$ cat config.mk
export PLATFORM = sky130hd
export DESIGN_NAME = cmov_split_top
export DESIGN_NICKNAME = d
export VERILOG_FILES = /design/src/rtl/cmov_split_pkg.sv /design/src/rtl/cmov_split_group_builder.sv /design/src/rtl/cmov_split_line_ctrl.sv /design/src/rtl/cmov_split_out_stage.sv /design/src/rtl/cmov_split_top.sv
export SDC_FILE = /design/constraint.sdc
export NUM_CORES = 1
export LEC_CHECK = 0
export CORE_MARGIN = 1.5
export CORE_UTILIZATION = 30
export CTS_CLUSTER_DIAMETER = 80
export DETAILED_ROUTE_END_ITERATION = 10
export DONT_BUFFER_PORTS = 1
export MAX_ROUTING_LAYER = met4
export PLACE_DENSITY = 0.52
export SKIP_LAST_GASP = 1
export SYNTH_ARGS = -nofsm -noshare
export SYNTH_HDL_FRONTEND = slang
export SYNTH_HIERARCHICAL = 1
export SYNTH_SLANG_ARGS = --single-unit
$ cat constraint.sdc
create_clock -name clk -period 5.2 [get_ports clk]
set_input_delay 1.04 -clock clk [delete_from_list [all_inputs] [get_ports clk]]
set_output_delay 1.04 -clock clk [all_outputs]
set_load 0.05 [all_outputs]
$ cat src/rtl/cmov_split_pkg.sv
package cmov_split_pkg;

   localparam int KIND_W = 2;

   typedef enum logic [KIND_W-1:0] {
      UOP_PLAIN  = 2'b00,
      UOP_FIRST  = 2'b01,
      UOP_SECOND = 2'b10
   } uop_kind_e;

endpackage

$ cat src/rtl/cmov_split_group_builder.sv
module cmov_split_group_builder
   import cmov_split_pkg::*;
#(
   parameter int LANES = 4,
   parameter int IDX_W = 2
) (
   input  logic [LANES-1:0]        src_valid,
   input  logic [LANES-1:0]        src_cmov,
   input  logic [IDX_W-1:0]        cur_slot,
   input  logic                    resume_second,
   output logic [LANES-1:0]        grp_valid,
   output logic [LANES*KIND_W-1:0] grp_kind,
   output logic [LANES*IDX_W-1:0]  grp_slot,
   output logic [IDX_W-1:0]        nxt_slot,
   output logic                    nxt_second,
   output logic                    grp_last
);

   // Walk the slots from the cursor and pack ops into lanes.
   // The walk stops right after a first-half op.
   always_comb begin
      int   lane;
      logic stop;
      grp_valid  = '0;
      grp_kind   = '0;
      grp_slot   = '0;
      nxt_slot   = cur_slot;
      nxt_second = 1'b0;
      grp_last   = 1'b1;
      lane       = 0;
      stop       = 1'b0;
      for (int k = 0; k < LANES; k++) begin
         if (!stop && src_valid[k] && (k >= int'(cur_slot)) && (lane < LANES)) begin
            grp_valid[lane]                = 1'b1;
            grp_slot[lane*IDX_W +: IDX_W]  = IDX_W'(k);
            if (resume_second && (k == int'(cur_slot))) begin
               grp_kind[lane*KIND_W +: KIND_W] = UOP_SECOND;
            end else if (src_cmov[k]) begin
               grp_kind[lane*KIND_W +: KIND_W] = UOP_FIRST;
               stop       = 1'b1;
               nxt_slot   = IDX_W'(k);
               nxt_second = 1'b1;
               grp_last   = 1'b0;
            end else begin
               grp_kind[lane*KIND_W +: KIND_W] = UOP_PLAIN;
            end
            lane = lane + 1;
         end
      end
   end

endmodule

$ cat src/rtl/cmov_split_line_ctrl.sv
module cmov_split_line_ctrl #(
   parameter int LANES = 4,
   parameter int IDX_W = 2
) (
   input  logic             clk,
   input  logic             rst_n,
   input  logic             in_valid,
   input  logic [LANES-1:0] in_slot_valid,
   input  logic [LANES-1:0] in_slot_cmov,
   input  logic             grp_last,
   input  logic [IDX_W-1:0] nxt_slot,
   input  logic             nxt_second,
   output logic             in_ready,
   output logic             fire,
   output logic [LANES-1:0] src_valid,
   output logic [LANES-1:0] src_cmov,
   output logic [IDX_W-1:0] src_cur,
   output logic             src_second
);

   logic             busy_q;
   logic [LANES-1:0] held_valid_q;
   logic [LANES-1:0] held_cmov_q;
   logic [IDX_W-1:0] cur_q;
   logic             second_q;
   logic             take;

   assign in_ready = !busy_q;
   assign take     = in_valid && !busy_q;
   assign fire     = take || busy_q;

   // While draining, the held remainder feeds the builder; else the live line.
   assign src_valid  = busy_q ? held_valid_q : in_slot_valid;
   assign src_cmov   = busy_q ? held_cmov_q  : in_slot_cmov;
   assign src_cur    = busy_q ? cur_q        : '0;
   assign src_second = busy_q ? second_q     : 1'b0;

   always_ff @(posedge clk) begin
      if (!rst_n) begin
         busy_q       <= 1'b0;
         held_valid_q <= '0;
         held_cmov_q  <= '0;
         cur_q        <= '0;
         second_q     <= 1'b0;
      end else if (take) begin
         held_valid_q <= in_slot_valid;
         held_cmov_q  <= in_slot_cmov;
         if (!grp_last) begin
            busy_q   <= 1'b1;
            cur_q    <= nxt_slot;
            second_q <= nxt_second;
         end
      end else if (busy_q) begin
         if (grp_last) begin
            busy_q   <= 1'b0;
            second_q <= 1'b0;
         end else begin
            cur_q    <= nxt_slot;
            second_q <= nxt_second;
         end
      end
   end

   // every extra map cycle moves the cursor to a later slot
   a_r5_cursor_advances: assert property (@(posedge clk) disable iff (!rst_n)
      (busy_q && !grp_last) |=> (busy_q && (cur_q > $past(cur_q))));

   // the held line does not change while draining
   a_r7_held_stable: assert property (@(posedge clk) disable iff (!rst_n)
      (busy_q && $past(busy_q)) |-> ($stable(held_valid_q) && $stable(held_cmov_q)));

endmodule

$ cat src/rtl/cmov_split_out_stage.sv
module cmov_split_out_stage
   import cmov_split_pkg::*;
#(
   parameter int LANES = 4,
   parameter int IDX_W = 2
) (
   input  logic                    clk,
   input  logic                    rst_n,
   input  logic                    fire,
   input  logic [LANES-1:0]        grp_valid,
   input  logic [LANES*KIND_W-1:0] grp_kind,
   input  logic [LANES*IDX_W-1:0]  grp_slot,
   output logic                    out_valid,
   output logic [LANES-1:0]        out_lane_valid,
   output logic [LANES*KIND_W-1:0] out_lane_kind,
   output logic [LANES*IDX_W-1:0]  out_lane_slot
);

   always_ff @(posedge clk) begin
      if (!rst_n || !fire) begin
         out_valid      <= 1'b0;
         out_lane_valid <= '0;
         out_lane_kind  <= '0;
         out_lane_slot  <= '0;
      end else begin
         out_valid      <= grp_valid[0];
         out_lane_valid <= grp_valid;
         out_lane_kind  <= grp_kind;
         out_lane_slot  <= grp_slot;
      end
   end

endmodule

$ cat src/rtl/cmov_split_top.sv
module cmov_split_top
   import cmov_split_pkg::*;
#(
   parameter int LANES = 4,
   parameter int IDX_W = (LANES > 1) ? $clog2(LANES) : 1
) (
   input  logic                    clk,
   input  logic                    rst_n,
   input  logic                    in_valid,
   output logic                    in_ready,
   input  logic [LANES-1:0]        in_slot_valid,
   input  logic [LANES-1:0]        in_slot_cmov,
   output logic                    out_valid,
   output logic [LANES-1:0]        out_lane_valid,
   output logic [LANES*KIND_W-1:0] out_lane_kind,
   output logic [LANES*IDX_W-1:0]  out_lane_slot
);

   generate
      if (LANES < 2 || LANES > 16) begin : g_bad_lanes
         $error("cmov_split_top: LANES must lie in 2..16");
      end
      if ((1 << IDX_W) < LANES) begin : g_bad_idx
         $error("cmov_split_top: IDX_W too narrow for LANES");
      end
   endgenerate

   logic                    fire;
   logic [LANES-1:0]        src_valid;
   logic [LANES-1:0]        src_cmov;
   logic [IDX_W-1:0]        src_cur;
   logic                    src_second;
   logic [LANES-1:0]        grp_valid;
   logic [LANES*KIND_W-1:0] grp_kind;
   logic [LANES*IDX_W-1:0]  grp_slot;
   logic [IDX_W-1:0]        nxt_slot;
   logic                    nxt_second;
   logic                    grp_last;

   cmov_split_line_ctrl #(.LANES(LANES), .IDX_W(IDX_W)) ctrl_i (
      .clk          (clk),
      .rst_n        (rst_n),
      .in_valid     (in_valid),
      .in_slot_valid(in_slot_valid),
      .in_slot_cmov (in_slot_cmov),
      .grp_last     (grp_last),
      .nxt_slot     (nxt_slot),
      .nxt_second   (nxt_second),
      .in_ready     (in_ready),
      .fire         (fire),
      .src_valid    (src_valid),
      .src_cmov     (src_cmov),
      .src_cur      (src_cur),
      .src_second   (src_second)
   );

   cmov_split_group_builder #(.LANES(LANES), .IDX_W(IDX_W)) build_i (
      .src_valid    (src_valid),
      .src_cmov     (src_cmov),
      .cur_slot     (src_cur),
      .resume_second(src_second),
      .grp_valid    (grp_valid),
      .grp_kind     (grp_kind),
      .grp_slot     (grp_slot),
      .nxt_slot     (nxt_slot),
      .nxt_second   (nxt_second),
      .grp_last     (grp_last)
   );

   cmov_split_out_stage #(.LANES(LANES), .IDX_W(IDX_W)) out_i (
      .clk           (clk),
      .rst_n         (rst_n),
      .fire          (fire),
      .grp_valid     (grp_valid),
      .grp_kind      (grp_kind),
      .grp_slot      (grp_slot),
      .out_valid     (out_valid),
      .out_lane_valid(out_lane_valid),
      .out_lane_kind (out_lane_kind),
      .out_lane_slot (out_lane_slot)
   );

   // ---------------- assertions ----------------
   // Find whether the emitted group closes on a first half, and its slot.
   logic             grp_ends_first;
   logic [IDX_W-1:0] grp_end_slot;
   always_comb begin
      grp_ends_first = 1'b0;
      grp_end_slot   = '0;
      for (int j = 0; j < LANES; j++) begin
         if (out_lane_valid[j]) begin
            grp_ends_first = (out_lane_kind[j*KIND_W +: KIND_W] == UOP_FIRST);
            grp_end_slot   = out_lane_slot[j*IDX_W +: IDX_W];
         end
      end
   end

   // a group closing on a first half is followed by its second half in lane 0
   a_r4_second_follows: assert property (@(posedge clk) disable iff (!rst_n)
      grp_ends_first |=> (out_lane_valid[0] &&
                          (out_lane_kind[KIND_W-1:0] == UOP_SECOND) &&
                          (out_lane_slot[IDX_W-1:0] == $past(grp_end_slot))));

   // while fetch is held off, a group comes out on every cycle
   a_r6_drain_emits: assert property (@(posedge clk) disable iff (!rst_n)
      !in_ready |=> out_valid);

   // a plain-only non-empty line goes out next cycle with ready kept high
   a_r2_plain_one_cycle: assert property (@(posedge clk) disable iff (!rst_n)
      (in_valid && in_ready && (|in_slot_valid) && ((in_slot_valid & in_slot_cmov) == '0))
      |=> (out_valid && in_ready));

   // an empty line leaves no group behind
   a_r9_empty_line: assert property (@(posedge clk) disable iff (!rst_n)
      (in_valid && in_ready && (in_slot_valid == '0)) |=> (!out_valid && in_ready));

   // out_valid mirrors lane 0
   a_r8_valid_lane0: assert property (@(posedge clk) disable iff (!rst_n)
      out_valid == out_lane_valid[0]);

   generate
      for (genvar j = 1; j < LANES; j++) begin : g_lane_chk
         // lanes are packed from lane 0
         a_r8_lanes_packed: assert property (@(posedge clk) disable iff (!rst_n)
            out_lane_valid[j] |-> out_lane_valid[j-1]);
         // second half only ever in lane 0
         a_r4_second_lane0: assert property (@(posedge clk) disable iff (!rst_n)
            out_lane_valid[j] |-> (out_lane_kind[j*KIND_W +: KIND_W] != UOP_SECOND));
         // nothing follows a first half within a group
         a_r4_first_closes: assert property (@(posedge clk) disable iff (!rst_n)
            out_lane_valid[j] |-> (out_lane_kind[(j-1)*KIND_W +: KIND_W] != UOP_FIRST));
      end
   endgenerate

endmodule

==> run_results.csv, run 1 <==
group,metric,value,unit
status,outcome,"completed",
clock_tree,clockRootBuffer,"clkbuf_8",
clock_tree,clockBufferDepth,2,
floorplan,dieArea,6780,sq um
synth,syn_area,1890,sq um
power,leakage,0.919,nW
clock_tree,clock_latency,280,ps
place,place.gp.congestion,0.908,
power,p_int,0.435,mW
routing,drtPass1Iterations,4,
grt,first_global_vias,1462,
sta,fin_tns_setup,0,ps
floorplan,io_pins,33,
synth,syn_nets,236,
critical_path,cp_max_fo,14,
sta,setup_viol,0,
layout,multi_input_area,1110,sq um
layout,instances_no_fill,288,
synth,ys_seq_elements,32,
sta,skew,8.31,ps
clock_tree,cts-htree-levels,2,
sta,fin_crit_sh,0.858,
critical_path,start_kind,"register",
layout,design_area,1980,sq um
clock_tree,ctsHoldBuffers,0,
run,maxCapViolations,0,
sta,setup_ws,739,ps
routing,via_per_inst,5.23,
layout,most-common-layout-cells,"dfxtp_1 (32), and3_1 (22), nand2_1 (21)",
place,dpl_cell_area,1890,sq um
place,dp.cells,280,
critical_path,crit_type,"register to register",
grt,grt_max_degree,28,
clock_tree,cts_sinks,32,
power,ir_drop,0.000119,V
hold_path,hold_class,"register to register",
floorplan,rows,28,
clock_tree,clk_pin_slew,60,ps
sta,fin_crit,4460,ps
place,place.port_buffers,0,
synth,synthCells,216,
layout,drive_above_1_share,0.127,
place,dp_hpwl,3270,um
layout,area_growth,4.97,%
sta,drv_slew,0,
layout,diodes,0,
power,switching_power,0.227,mW
synth,synth_cell_types,47,
power,p_sw_frac,0.343,
routing,ant_nets,0,
power,pwr-share-comb,0.260,
clock_tree,numCtsBuffers,5,
power,p_clk_frac,0.300,
floorplan,start_util,0.315,
layout,final_common_cell,"dfxtp_1",
layout,fillers,631,
synth,async_flop_share,0,
place,place_ws,567,ps
grt,grt_pass1_wl,7350,um
routing,vias,1505,
floorplan,die_h,82.4,um
floorplan,die_w,82.4,um
critical_path,crit_path_end_kind,"register",
layout,seqCellArea,641,sq um
floorplan,core_area,5990,sq um
clock_tree,cts_setup_buffers,0,
synth,synth_seq_area_share,0.339,
critical_path,crit_arrival,4680,ps
grt,grt_usage,0.147,
routing,dr.first_iter.drc_count,119,
routing,route.detailed.drc,0,
critical_path,critPathRequiredTime,5420,ps
grt,antenna_found_initial,0,
routing,routed_wl,4440,um
sta,slew_headroom,0.374,
clock_tree,tritoncts,"done",
sta,hold_viol_final,0,
synth,syn-mean-instance-area,8.75,sq um
layout,finalNetCount,232,
clock_tree,post_cts_resized,0,
power,p_seq_frac,0.440,
sta,tightest_slew,937,ps
sta,rsz0062_at_grt,"false",
synth,synth_edf_count,0,
grt,grt-ovfl-total,0,
synth,synthFlopType,"dfxtp_1",
power,power_density,334,nW/um^2
sta,fmax,224,MHz
synth,yosysWarnings,6,
routing,wl_per_cell,15.4,um
through the flow:
step                      utilization  power, mW  hold WS [ps]
final                           0.331      0.662           467
after global routing            0.331      0.707           487
after CTS                       0.331      0.673           470
after detailed placement        0.316      0.468           456
after global placement          0.316      0.469           446
after floorplan                     -      0.443           435
path summary, 6_finish.rpt:
check                                end             from  cells past startpoint  slack (ps)
setup reg to reg  out_i/out_lane_kind[2]    ctrl_i/busy_q                     15         740
hold / removal           ctrl_i/cur_q[1]  ctrl_i/cur_q[1]                      2         470
setup / recovery  out_i/out_lane_kind[2]    ctrl_i/busy_q                     15         740
hold reg to reg          ctrl_i/cur_q[1]  ctrl_i/cur_q[1]                      2         470
state kept, by name, summed over array words and instances, names as in the netlist:
| register | count |
|---|---|
| ctrl_i/busy_q | 1 |
| ctrl_i/cur_q | 2 |
| out_i/out_lane_valid | 4 |
| ctrl_i/held_cmov_q | 4 |
| ctrl_i/second_q | 1 |
| ctrl_i/held_valid_q | 4 |
| out_i/out_lane_kind | 8 |
| out_i/out_lane_slot | 8 |
power by group through the flow:
stage                     clock network (mW)  logic, mW  registers, mW
after CTS                              0.210      0.172          0.292
after floorplan                            0      0.153          0.290
after global routing                   0.219      0.195          0.293
after global placement                     0      0.172          0.297
after detailed placement                   0      0.171          0.297
final                                  0.199      0.172          0.291
kinds of logic after synthesis:
family | synth area share
muxes | 0.113
AOI/OAI and AO/OA | 0.144
and+or+nand+nor | 0.270
buffers and inverters | 0.0748
DFF | 0.339
adders and majority gates | 0.0596
routing by layer:
layer | GRT usage | wire, um
met1 | 0.192 | 2160
met2 | 0.226 | 1990
met3 | 0.0319 | 228
met4 | 0.0475 | 57
met5 | - | 0
final cells by class:
| type | instances | area share |
|---|---|---|
| tap | 75 | 0.0473 |
| multi-input combinational | 161 | 0.558 |
| inverter | 11 | 0.0208 |
| clock buffer | 6 | 0.0416 |
| clock inverter | 2 | 0.00505 |
| sequential | 32 | 0.323 |
| timing repair buffer | 1 | 0.00379 |
Yosys cell counts (2+ instances only):
master / number / share of area
and3_1: 22 / 0.073
buf_6: 6 / 0.036
buf_2: 2 / 0.0053
nand3b_1: 3 / 0.012
a211oi_1: 2 / 0.0079
ha_1: 9 / 0.060
o21ai_0: 9 / 0.024
nor3_1: 4 / 0.011
o22ai_1: 5 / 0.017
inv_1: 10 / 0.020
o211ai_1: 2 / 0.0079
mux2i_1: 10 / 0.053
a21bo_2: 2 / 0.011
dfxtp_1: 32 / 0.34
nor2b_1: 4 / 0.013
mux2_2: 9 / 0.054
o211a_1: 2 / 0.011
o2111ai_1: 2 / 0.0093
nand2_1: 21 / 0.042
nor2_1: 18 / 0.036
nand3_1: 7 / 0.019
clkbuf_1: 2 / 0.0040
a21oi_1: 2 / 0.0053
or2_2: 2 / 0.0066
buf_4: 2 / 0.0079
o2bb2ai_1: 2 / 0.0093
and2_1: 5 / 0.017
critical path, stage by stage (launching register included):
cell	delay, ps
dfxtp_1	650
and2_1	450
or4b_4	230
nor2_1	60
nor3b_1	480
ha_1	410
and2_1	170
a32o_1	240
a221o_1	380
inv_1	100
ha_1	250
nor2b_1	120
and4_1	270
o2111ai_1	210
o22ai_1	210
and3_1	180
(Power assumes the default switching activity.)
==> run 2, diff against run 1 <==
- ABC_AREA: unset -> 1
==> run 2 against run 1 <==
Area after synthesis up 7.7%. Register-to-register slack gained 800 ps. The run now ends with DRC left. Synthesized cell count up 36%. Die area increased by 7.4%. Final cell count up 29%. Worst hold slack improved by 13 ps. Critical endpoint unchanged. Flip-flop and latch count unchanged. Clock skew shrank 4.7 ps. Global-route usage shrank 1.2 points. Non-clock buffer count shrank 1. Fmax rose by 22%.
==> run_results.csv, run 2 <==
group,metric,value,unit
status,outcome,"complete, but fails checks",
status,violations,"DRC",
power,finalPower,0.777,mW
floorplan,die_w,85.4,um
layout,finalNetCount,313,
layout,fin_util,0.337,
power,power_density,357,nW/um^2
synth,synthCells,293,
critical_path,endpoint,"out_i/out_lane_kind[2]",
sta,fin_crit_sh,0.705,
place,place_ws,1450,ps
synth,syn-mean-instance-area,6.94,sq um
synth,synth_edf_count,0,
routing,routed_wl,4380,um
place,dp.cells,363,
clock_tree,cts_setup_buffers,0,
critical_path,critPathRequiredTime,5420,ps
synth,syn_area,2030,sq um
layout,most-common-layout-cells,"nand2_1 (64), inv_1 (54), dfxtp_1 (32)",
synth,yosysWarnings,6,
critical_path,cp_max_fo,13,
clock_tree,cts_sinks,32,
synth,synth_cell_types,31,
sta,drv_slew,0,
synth,synthTopCellsByCount,"nand2_1 (64), inv_1 (54), dfxtp_1 (32), nor2_1 (29), nor2_2 (20)",
routing,wl_per_cell,11.8,um
place,place.gp.congestion,0.879,
routing,vias,1656,
sta,tightest_slew,940,ps
critical_path,r2r_cells,24,
routing,dr.first_iter.drc_count,34,
synth,synthTopCellsByArea,"dfxtp_1 (31%), nand2_1 (12%), inv_1 (10%), nor2_2 (6.2%), ha_1 (5.5%)",
synth,synthFlopType,"dfxtp_1",
critical_path,crit_type,"register to register",
critical_path,rr_startpoint,"ctrl_i/busy_q",
sta,slew_headroom,0.372,
layout,top_regs,"out_i/out_lane_kind x8, out_i/out_lane_slot x8",
synth,synth_top_area_frac,0.315,
sta,skew,3.63,ps
routing,via_per_inst,4.46,
synth,synth.most_common_cell,"nand2_1",
floorplan,rows,29,
synth,ys_seq_elements,32,
clock_tree,ctsHoldBuffers,0,
synth,synth_area_leader_cell,"dfxtp_1",
grt,antenna_found_initial,0,
clock_tree,post_cts_resized,0,
layout,design_area,2180,sq um
sta,hold_viol_final,0,
clock_tree,numCtsBuffers,5,
critical_path,rr_endpoint,"out_i/out_lane_kind[2]",
routing,wl_met3,249,um
floorplan,io_pins,33,
sta,fin_crit,3660,ps
floorplan,dieArea,7280,sq um
layout,area_growth,6.95,%
synth,async_flop_share,0,
grt,grt_max_degree,21,
routing,wl_met2,1980,um
place,dpl_cell_area,2070,sq um
clock_tree,tritoncts,"done",
critical_path,startpoint,"ctrl_i/busy_q",
sta,fmax,273,MHz
power,leakage,1.02,nW
routing,ant_nets,0,
floorplan,die_h,85.4,um
routing,route.detailed.drc,2,
layout,instances_no_fill,371,
synth,synth_seq_area_share,0.315,
sta,setup_viol,0,
power,ir_drop,0.000151,V
run,maxCapViolations,0,
layout,drive_above_1_share,0.201,
sta,setup_ws,1540,ps
synth,syn_nets,313,
place,dp_hpwl,3420,um
hold_path,hold_class,"register to register",
floorplan,start_util,0.315,
clock_tree,clock_latency,290,ps
clock_tree,cts-htree-levels,2,
routing,maxUsedRoutingLayer,"met4",
sta,fin_tns_setup,0,ps
critical_path,crit_path_end_kind,"register",
clock_tree,clk_pin_slew,60,ps
grt,grt_usage,0.136,
grt,first_global_vias,1583,
routing,drtPass1Iterations,9,
sta,rsz0062_at_grt,"false",
critical_path,start_kind,"register",
layout,diodes,0,
layout,final_common_cell,"nand2_1",
place,place.port_buffers,0,
critical_path,crit_arrival,3880,ps
routing,m1WireLength,2100,um
floorplan,core_area,6460,sq um
clock_tree,clockBufferDepth,2,
sta,timing.hold.ws,479,ps
grt,grt-ovfl-total,0,
clock_tree,clockRootBuffer,"clkbuf_8",
critical_path,r2r_setup_slack,1540,ps
grt,grt_pass1_wl,7560,um
[run 2: worst min path at each step]
stage	from	endpoint	slack [ps]	cells after the start
2_1_floorplan	ctrl_i/second_q	ctrl_i/second_q	450	2
3_3_place_gp	ctrl_i/held_cmov_q[3]	ctrl_i/held_cmov_q[3]	460	2
3_5_place_dp	ctrl_i/second_q	ctrl_i/second_q	470	2
4_1_cts	ctrl_i/second_q	ctrl_i/second_q	480	2
5_1_grt	ctrl_i/second_q	ctrl_i/second_q	490	2
6_report	ctrl_i/held_cmov_q[0]	ctrl_i/held_cmov_q[0]	480	2
[run 2: layer usage]
metal / track usage / up-vias
met5: - / -
met4: 0.0411 / 0
met3: 0.0389 / 6
met2: 0.214 / 37
met1: 0.169 / 728
li1: - / 885
[run 2: layout make-up]
cell class | count | area, sq um
tap | 77 | 96.3
clock inverter | 2 | 35.0
sequential | 32 | 641
clock buffer | 6 | 72.6
multi-input combinational | 195 | 1110
fill | 718 | 4280
inverter | 59 | 224
[run 2: logic make-up (layout without fill, tap and decap cells)]
logic type / count (synthesis) / in the layout / share of synthesized area
flops: 32 / 32 / 0.315
compound gates: 28 / 28 / 0.0880
buf+inv: 66 / 67 / 0.141
fa+ha+maj: 9 / 9 / 0.0554
simple gates: 158 / 158 / 0.401
[run 2: power by group]
group | internal, mW | switching, mW | total, mW | leakage (nW)
clock | 0.142 | 0.0939 | 0.236 | 0.0552
combinational | 0.0744 | 0.167 | 0.242 | 0.703
sequential | 0.262 | 0.0372 | 0.300 | 0.261
total | 0.479 | 0.298 | 0.777 | 1.02
[run 2: critical path, cell delays in order, from the launching register on]
cell     delay [ps]
dfxtp_1         620
inv_2           330
nand2_1         130
nand2_1          50
inv_1            70
nor2_1           50
nand3_2         120
nand3_1         160
inv_1           160
ha_1            300
inv_1           150
nand3_1         110
nand2_1         150
nor2_1           70
ha_1            300
inv_1            40
nor2_1          130
nand2_1          70
inv_1           100
nand2_2          80
nor2_4          120
nand3_1          90
nand2_1          70
inv_1            40
nor2_2           90
